`src/rtl/wdma_pkg.sv`:
```
package wdma_pkg;
  typedef enum logic [1:0] {ST_IDLE, ST_XFER, ST_CHECK} seqState_t;

  typedef struct packed {
    logic accept;
    logic take;
    logic decCount;
    logic advAddr;
    logic setErr;
  } dpStrobes_t;

  localparam logic [2:0] OFS_ERR = 3'd1;
  localparam logic [2:0] OFS_CNT = 3'd2;
  localparam logic [2:0] OFS_SEC = 3'd3;
  localparam logic [2:0] OFS_CYL_LO = 3'd4;
  localparam logic [2:0] OFS_CYL_HI = 3'd5;
  localparam logic [2:0] OFS_DRVHD = 3'd6;
  localparam logic [2:0] OFS_CMD = 3'd7;
endpackage

```
`src/rtl/wdma_ctrl.sv`:
```
module wdma_ctrl
  import wdma_pkg::*;
(
  input  logic       clk,
  input  logic       rst_n,
  input  logic       cmdGo,
  input  logic       wordLast,
  input  logic       remainOne,
  input  logic       dmaAck,
  input  logic       dmaWrStb,
  input  logic       mediaErr,
  input  logic       statusRead,
  output dpStrobes_t str,
  output logic       busy,
  output logic       drq,
  output logic       errBit,
  output logic       intrq,
  output logic       dmaReq,
  output logic       mediaCheck
);
  seqState_t state, stateNext;
  logic errFlag;
  logic finish;

  always_comb begin
    stateNext = state;
    str = '0;
    finish = 1'b0;
    case (state)
      ST_IDLE: if (cmdGo) begin
        str.accept = 1'b1;
        stateNext = ST_XFER;
      end
      ST_XFER: begin
        str.take = dmaAck && dmaWrStb;
        if (str.take && wordLast) stateNext = ST_CHECK;
      end
      ST_CHECK: begin
        if (mediaErr) begin
          str.setErr = 1'b1;
          finish = 1'b1;
          stateNext = ST_IDLE;
        end else begin
          str.decCount = 1'b1;
          if (remainOne) begin
            finish = 1'b1;
            stateNext = ST_IDLE;
          end else begin
            str.advAddr = 1'b1;
            stateNext = ST_XFER;
          end
        end
      end
      default: stateNext = ST_IDLE;
    endcase
  end

  always_ff @(posedge clk or negedge rst_n) begin
    if (!rst_n) begin
      state <= ST_IDLE;
      errFlag <= 1'b0;
      intrq <= 1'b0;
    end else begin
      state <= stateNext;
      if (str.accept) errFlag <= 1'b0;
      else if (str.setErr) errFlag <= 1'b1;
      if (finish) intrq <= 1'b1;
      else if (statusRead || str.accept) intrq <= 1'b0;
    end
  end

  assign busy = (state != ST_IDLE);
  assign drq = (state == ST_XFER);
  assign dmaReq = (state == ST_XFER);
  assign mediaCheck = (state == ST_CHECK);
  assign errBit = errFlag && !busy;


  irq_at_end_chk: assert property (@(posedge clk) disable iff (!rst_n)
    $rose(intrq) |-> $fell(busy));


  single_check_chk: assert property (@(posedge clk) disable iff (!rst_n)
    mediaCheck |=> !mediaCheck);


  halt_on_err_chk: assert property (@(posedge clk) disable iff (!rst_n)
    (mediaCheck && mediaErr) |=> (!dmaReq && intrq));
endmodule

```
`src/rtl/wdma_dp.sv`:
```
module wdma_dp
  import wdma_pkg::*;
#(
  parameter int WORDS = 256,
  parameter int HEADS = 16,
  parameter int SPT = 63,
  parameter logic [7:0] ERR_CODE = 8'h40,
  parameter logic DEV_SEL = 1'b0
) (
  input  logic       clk,
  input  logic       rst_n,
  input  logic [2:0] hostAddr,
  input  logic [7:0] hostWrData,
  input  logic       hostWr,
  input  dpStrobes_t str,
  input  logic       busy,
  input  logic       drq,
  input  logic       errBit,
  output logic [7:0] hostRdData,
  output logic       cmdGo,
  output logic       wordLast,
  output logic       remainOne
);
  localparam int WW = (WORDS > 2) ? $clog2(WORDS) : 1;
  localparam logic [WW-1:0] LAST_WORD = WW'(WORDS - 1);
  localparam logic [3:0] LAST_HEAD = 4'(HEADS - 1);
  localparam logic [7:0] LAST_SEC = 8'(SPT);

  logic [7:0] secReg, cylLo, cylHi, drvHd, errReg;
  logic [8:0] remain;
  logic [WW-1:0] wordCnt;
  logic [27:0] lbaNext;
  logic [15:0] cylNext;
  logic regWr;

  assign regWr = hostWr && !busy;
  assign cmdGo = regWr && (hostAddr == OFS_CMD) && (drvHd[4] == DEV_SEL)
                 && (hostWrData == 8'hCA || hostWrData == 8'hCB);
  assign wordLast = (wordCnt == LAST_WORD);
  assign remainOne = (remain == 9'd1);
  assign lbaNext = {drvHd[3:0], cylHi, cylLo, secReg} + 28'd1;
  assign cylNext = {cylHi, cylLo} + 16'd1;

  always_ff @(posedge clk or negedge rst_n) begin
    if (!rst_n) begin
      secReg <= '0; cylLo <= '0; cylHi <= '0; drvHd <= '0;
      errReg <= '0; remain <= '0; wordCnt <= '0;
    end else begin
      if (regWr) begin
        case (hostAddr)
          OFS_CNT:    remain <= (hostWrData == 8'd0) ? 9'd256 : {1'b0, hostWrData};
          OFS_SEC:    secReg <= hostWrData;
          OFS_CYL_LO: cylLo <= hostWrData;
          OFS_CYL_HI: cylHi <= hostWrData;
          OFS_DRVHD:  drvHd <= hostWrData;
          default: ;
        endcase
      end
      if (str.accept) begin
        errReg <= '0;
        wordCnt <= '0;
      end
      if (str.setErr) errReg <= ERR_CODE;
      if (str.take) wordCnt <= wordLast ? '0 : wordCnt + 1'b1;
      if (str.decCount) remain <= remain - 9'd1;
      if (str.advAddr) begin
        if (drvHd[6]) begin
          {drvHd[3:0], cylHi, cylLo, secReg} <= lbaNext;
        end else if (secReg >= LAST_SEC) begin
          secReg <= 8'd1;
          if (drvHd[3:0] >= LAST_HEAD) begin
            drvHd[3:0] <= 4'd0;
            {cylHi, cylLo} <= cylNext;
          end else begin
            drvHd[3:0] <= drvHd[3:0] + 4'd1;
          end
        end else begin
          secReg <= secReg + 8'd1;
        end
      end
    end
  end

  always_comb begin
    case (hostAddr)
      OFS_ERR:    hostRdData = errReg;
      OFS_CNT:    hostRdData = remain[7:0];
      OFS_SEC:    hostRdData = secReg;
      OFS_CYL_LO: hostRdData = cylLo;
      OFS_CYL_HI: hostRdData = cylHi;
      OFS_DRVHD:  hostRdData = drvHd;
      OFS_CMD:    hostRdData = {busy, !busy, 2'b00, drq, 2'b00, errBit};
      default:    hostRdData = 8'h00;
    endcase
  end


  word_range_chk: assert property (@(posedge clk) disable iff (!rst_n)
    wordCnt <= LAST_WORD);


  no_underflow_chk: assert property (@(posedge clk) disable iff (!rst_n)
    (str.take || str.decCount) |-> (remain != 9'd0));


  addr_hold_chk: assert property (@(posedge clk) disable iff (!rst_n)
    (busy && !str.advAddr) |=> $stable(secReg));
endmodule

```
`src/rtl/ata_wdma_seq.sv`:
```
module ata_wdma_seq
  import wdma_pkg::*;
#(
  parameter int WORDS = 256,
  parameter int HEADS = 16,
  parameter int SPT = 63,
  parameter logic [7:0] ERR_CODE = 8'h40,
  parameter logic DEV_SEL = 1'b0
) (
  input  logic        clk,
  input  logic        rst_n,
  input  logic [2:0]  hostAddr,
  input  logic [7:0]  hostWrData,
  input  logic        hostWr,
  input  logic        hostRd,
  output logic [7:0]  hostRdData,
  output logic        dmaReq,
  input  logic        dmaAck,
  input  logic        dmaWrStb,
  input  logic [15:0] dmaData,
  output logic [15:0] mediaWord,
  output logic        mediaValid,
  output logic        mediaCheck,
  input  logic        mediaErr,
  output logic        intrq
);
  dpStrobes_t str;
  logic busy, drq, errBit, cmdGo, wordLast, remainOne, statusRead;

  assign statusRead = hostRd && (hostAddr == OFS_CMD);
  assign mediaWord = dmaData;
  assign mediaValid = str.take;

  wdma_ctrl u_ctrl (
    .clk(clk), .rst_n(rst_n), .cmdGo(cmdGo), .wordLast(wordLast),
    .remainOne(remainOne), .dmaAck(dmaAck), .dmaWrStb(dmaWrStb),
    .mediaErr(mediaErr), .statusRead(statusRead), .str(str), .busy(busy),
    .drq(drq), .errBit(errBit), .intrq(intrq), .dmaReq(dmaReq),
    .mediaCheck(mediaCheck)
  );

  wdma_dp #(.WORDS(WORDS), .HEADS(HEADS), .SPT(SPT), .ERR_CODE(ERR_CODE),
            .DEV_SEL(DEV_SEL)) u_dp (
    .clk(clk), .rst_n(rst_n), .hostAddr(hostAddr), .hostWrData(hostWrData),
    .hostWr(hostWr), .str(str), .busy(busy), .drq(drq), .errBit(errBit),
    .hostRdData(hostRdData), .cmdGo(cmdGo), .wordLast(wordLast),
    .remainOne(remainOne)
  );


  take_gated_chk: assert property (@(posedge clk) disable iff (!rst_n)
    mediaValid |-> (dmaReq && dmaAck && dmaWrStb));
endmodule

```
`config.mk`:
```
export PLATFORM = sky130hd
export DESIGN_NAME = ata_wdma_seq
export DESIGN_NICKNAME = d
export VERILOG_FILES = /design/src/rtl/wdma_pkg.sv /design/src/rtl/wdma_ctrl.sv /design/src/rtl/wdma_dp.sv /design/src/rtl/ata_wdma_seq.sv
export SDC_FILE = /design/constraint.sdc
export NUM_CORES = 1
export LEC_CHECK = 0
export CORE_ASPECT_RATIO = 1.25
export CORE_UTILIZATION = 50
export DETAILED_ROUTE_END_ITERATION = 16
export PLACE_DENSITY = 0.75
export SETUP_SLACK_MARGIN = 0.05
export SLEW_MARGIN = 40
export SYNTH_ARGS = -nofsm -noshare
export SYNTH_HDL_FRONTEND = slang
export SYNTH_SLANG_ARGS = --single-unit
export TNS_END_PERCENT = 50
```
`constraint.sdc`:
```
create_clock -name clk -period 2.55 [get_ports clk]
set_clock_uncertainty 0.1 [all_clocks]
set_input_delay 0.255 -clock clk [delete_from_list [all_inputs] [get_ports clk]]
set_output_delay 0.255 -clock clk [all_outputs]
set_load 0.05 [all_outputs]
```
==> impl_metrics.csv <==
group,metric,value,unit
placement,gp_routability_congestion,0.973,
synthesis,synth.lib_cells_used.distinct,71,
die,die-area,8480,um^2
global_routing,overflow,0,
die,die_width,82.6,um
layout,antenna-diode-count,0,
power,power_density,549,nW/um^2
synthesis,post_syn_instances,476,
global_routing,via_count_of_the_first_global_routing_pass,3934,
clock_network,cts_num_sinks,54,
clock_network,clkLatencyLatePin,0.32,ns
clock_network,ctsHtreeMaxLevel,2,
synthesis,yosys.area.top_type_share,33.3,%
sta,tns,0,ns
hold_path,hold_path_class,"in -> async",
sta,whs,0.383,ns
worst_setup_path,critPathMaxFanout,5,
sta,rsz0062_at_grt,"yes",
worst_setup_path,crit_required,2.19,ns
sta,timing.final.ws_setup,0.0927,ns
drt,drt-total-wl,13300,um
worst_setup_path,timing.critical_path.slowest_cell_delay,0.50,ns
sta,final-max-slew-violation-count,0,
drt,avgViaCountPerCell,6.72,
global_routing,grt_pass1_wl,20600,um
synthesis,synth_seq_area_share,33.3,%
clock_network,tritoncts,"done",
global_routing,grt_antenna_before_repair,0,
placement,pre_cts_slack,0.0364,ns
drt,dr.pass1.iters,7,
run_status,run_status,"finished clean",
sta,worst_slew_margin_rel,41.6,%
synthesis,synth.avg_cell_area,8.52,um^2
sta,finalHoldViolCount,0,
worst_setup_path,critical_path.n_buffers_inverters,2,
synthesis,yosys_most_used_dff,"sky130_fd_sc_hd__dfrtp_1",
worst_setup_path,timing.critical_path.arrival,2.10,ns
worst_setup_path,critical_path_class,"reg -> out",
drt,drt_drc_violations_left,0,
sta,timing_worst_slew_pin_value,0.869,ns
layout,syn2layout_area_growth,20.3,%
die,pin_count,62,
synthesis,synth-warning-count,0,
drt,drt_iter0_markers,449,
synthesis,mappedNetlistNets,516,
die,placement_rows,36,
power,internal_power,0.00171,W
worst_setup_path,critical_path.cell_chain,"buf_4 > or2_2 > mux4_2 > a22o_1 > buf_6",
layout,final_nets,569,
clock_network,clkSlewWorstSetupHoldPaths,0.10,ns
layout,nFillCells,667,
global_routing,grt.met3_usage,5.40,%
layout,final_cell_count_no_fill,624,
global_routing,grt_util_met1,41.7,%
global_routing,grtUsageTotal,33.0,%
synthesis,synth_top_cells_by_area,"sky130_fd_sc_hd__dfrtp_1 (33%), sky130_fd_sc_hd__nand2_1 (4.4%), sky130_fd_sc_hd__nand3_1 (3.8%), sky130_fd_sc_hd__buf_4 (3.1%), sky130_fd_sc_hd__a21oi_1 (3.1%)",
power,p_sw_share,36.1,%
power,power_frac_comb,33.3,%
sta,setup_violations,0,
power,power.switching,0.000966,W
sta,fraction_of_the_cycle_the_final_worst_path_needs,96.4,%
placement,placed_cells_incl_taps,613,
drt,antenna_violating_nets_post_route,0,
clock_network,cts_buffers,5,
worst_setup_path,critical-path-slowest-cell,"sky130_fd_sc_hd__mux4_2",
run,max_capacitance_violation_total,0,
die,fp.coreArea,7840,um^2
clock_network,clk_path_buf_depth,2,
synthesis,mappedNetlistArea,4060,um^2
global_routing,grt_busiest_layer,"met2",
clock_network,clock-root-buffer,"sky130_fd_sc_hd__clkbuf_8",
sta,period_minus_slack,2.46,ns
power,vdd.ir_drop.worst,358,uV
worst_setup_path,cp-start-kind,"register",
die,floorplan.die.height,103,um
layout,layout-drive-gt1-share,20.2,%
synthesis,yosys.area.top_type,"sky130_fd_sc_hd__dfrtp_1",
die,initial_core_utilization,51.7,%
power,power.clock.fraction,22.7,%
synthesis,synthArstFlopShare,100,%
synthesis,synth-seq-cells,54,
global_routing,groute.layer.met2.usage,53.3,%
worst_setup_path,worst_path_dominant_cell_family,"multiplexers",
worst_setup_path,category_of_the_worst_setup_path_capture_point,"output pin",
power,leakagePower,2.05,nW
global_routing,grt_max_degree,29,
placement,numPortBuffers,29,
power,power.share.sequential,44.1,%
placement,place_hpwl,10000,um
drt,routed-via-count,4194,
drt,route.detailed.wl_per_inst,21.3,um
synthesis,synth_enable_flop_cells,0,
sta,max_freq,0.407,GHz
-- cell families (layout without fill, tap and decap cells) --
family	Yosys count	after routing	share of synthesized area, %
adders and majority gates	6	6	1.85
and+or+nand+nor	185	185	23.9
AOI/OAI and AO/OA	145	145	26.0
muxes	19	19	5.34
buffers and inverters	54	107	6.73
xor gates and xnor gates	13	13	2.81
DFF	54	54	33.3
-- layout make-up --
| class | count | area [um^2] | share of cell area (%) |
|---|---|---|---|
| sequential | 54 | 1350 | 27.7 |
| timing repair buffer | 88 | 812 | 16.6 |
| inverter | 12 | 45.0 | 0.923 |
| clock buffer | 6 | 82.6 | 1.69 |
| clock inverter | 1 | 30.0 | 0.616 |
| tap | 95 | 119 | 2.44 |
| multi-input combinational | 368 | 2440 | 50.0 |
-- Yosys cell counts, types with 8 or more instances --
cell type and instances:
sky130_fd_sc_hd__nand2_1 48, sky130_fd_sc_hd__buf_4 17, sky130_fd_sc_hd__a31oi_1 8, sky130_fd_sc_hd__a221o_1 9, sky130_fd_sc_hd__o211ai_1 9, sky130_fd_sc_hd__dfrtp_1 54, sky130_fd_sc_hd__nor2_1 33, sky130_fd_sc_hd__inv_1 12
sky130_fd_sc_hd__and3_1 8, sky130_fd_sc_hd__o21ai_0 19, sky130_fd_sc_hd__a21oi_1 25, sky130_fd_sc_hd__nand4_1 12, sky130_fd_sc_hd__mux2_2 11, sky130_fd_sc_hd__nand3_1 31, sky130_fd_sc_hd__clkbuf_1 18, sky130_fd_sc_hd__a221oi_1 8
sky130_fd_sc_hd__nor3_1 10
-- registers in the layout, summed over array words and instances, names as in the netlist --
register and count:
u_ctrl.errFlag 1, u_ctrl.intrq 1, u_ctrl.state 2, u_dp.cylHi 8, u_dp.errReg 1, u_dp.cylLo 8
u_dp.drvHd 8, u_dp.remain 9, u_dp.secReg 8, u_dp.wordCnt 8
-- final timing paths --
check	start	end	slack, ns	depth (start not counted)
worst max-delay path	u_ctrl.state[1]	hostRdData[7]	0.09	5
worst min-delay path	rst_n	u_dp.remain[4]	0.38	2
worst max register to register	u_ctrl.state[1]	u_dp.remain[7]	0.14	7
worst min register to register	u_ctrl.intrq	u_ctrl.intrq	0.41	2
max in group asynchronous	rst_n	u_dp.cylHi[2]	1.40	3
min in group clk	u_ctrl.intrq	u_ctrl.intrq	0.41	2
-- layout by cell type, fill, tap and decap left out, drive strengths merged, types with 11 or more instances in the layout --
cell type,count
nand2,48
o21ai,24
inv,12
nor2,33
a21oi,25
nand3,31
dfrtp,54
mux2,11
nand4,12
buf,68
clkdlybuf4s50,19
nor3,12
-- timing repair --
item / 4_1_cts / 5_1_grt
endpoints found under the hold margin: 26 / 0
gates resized for setup: 1 / 0
pin swaps: 0 / 1
setup buffers: 3 / 0
endpoints found under the setup margin: 1 / 2
hold buffers: 1 / 0
-- through the flow --
stage               util, %  area, um^2  total power (W)
detailed placement     60.3        4730          0.00206
CTS                    62.2        4880          0.00267
floorplan                 -        4060          0.00172
global placement       60.3        4730          0.00204
global route           62.2        4880          0.00280
finish                 62.2        4880          0.00268
-- power groups by stage --
stage / Clock (W) / Combinational, W / Sequential [W]
floorplan: 0 / 0.000615 / 0.00111
global placement: 0 / 0.000857 / 0.00118
detailed placement: 0 / 0.000875 / 0.00118
CTS: 0.000619 / 0.000881 / 0.00117
global route: 0.000645 / 0.000964 / 0.00119
finish: 0.000608 / 0.000890 / 0.00118
-- per-layer routing --
layer | vias to the layer above | wire, um
li1 | 1907 | -
met1 | 1998 | 5200
met2 | 231 | 6310
met3 | 58 | 1110
met4 | 0 | 663
met5 | - | 0
Power figures use the tool's default switching activity.
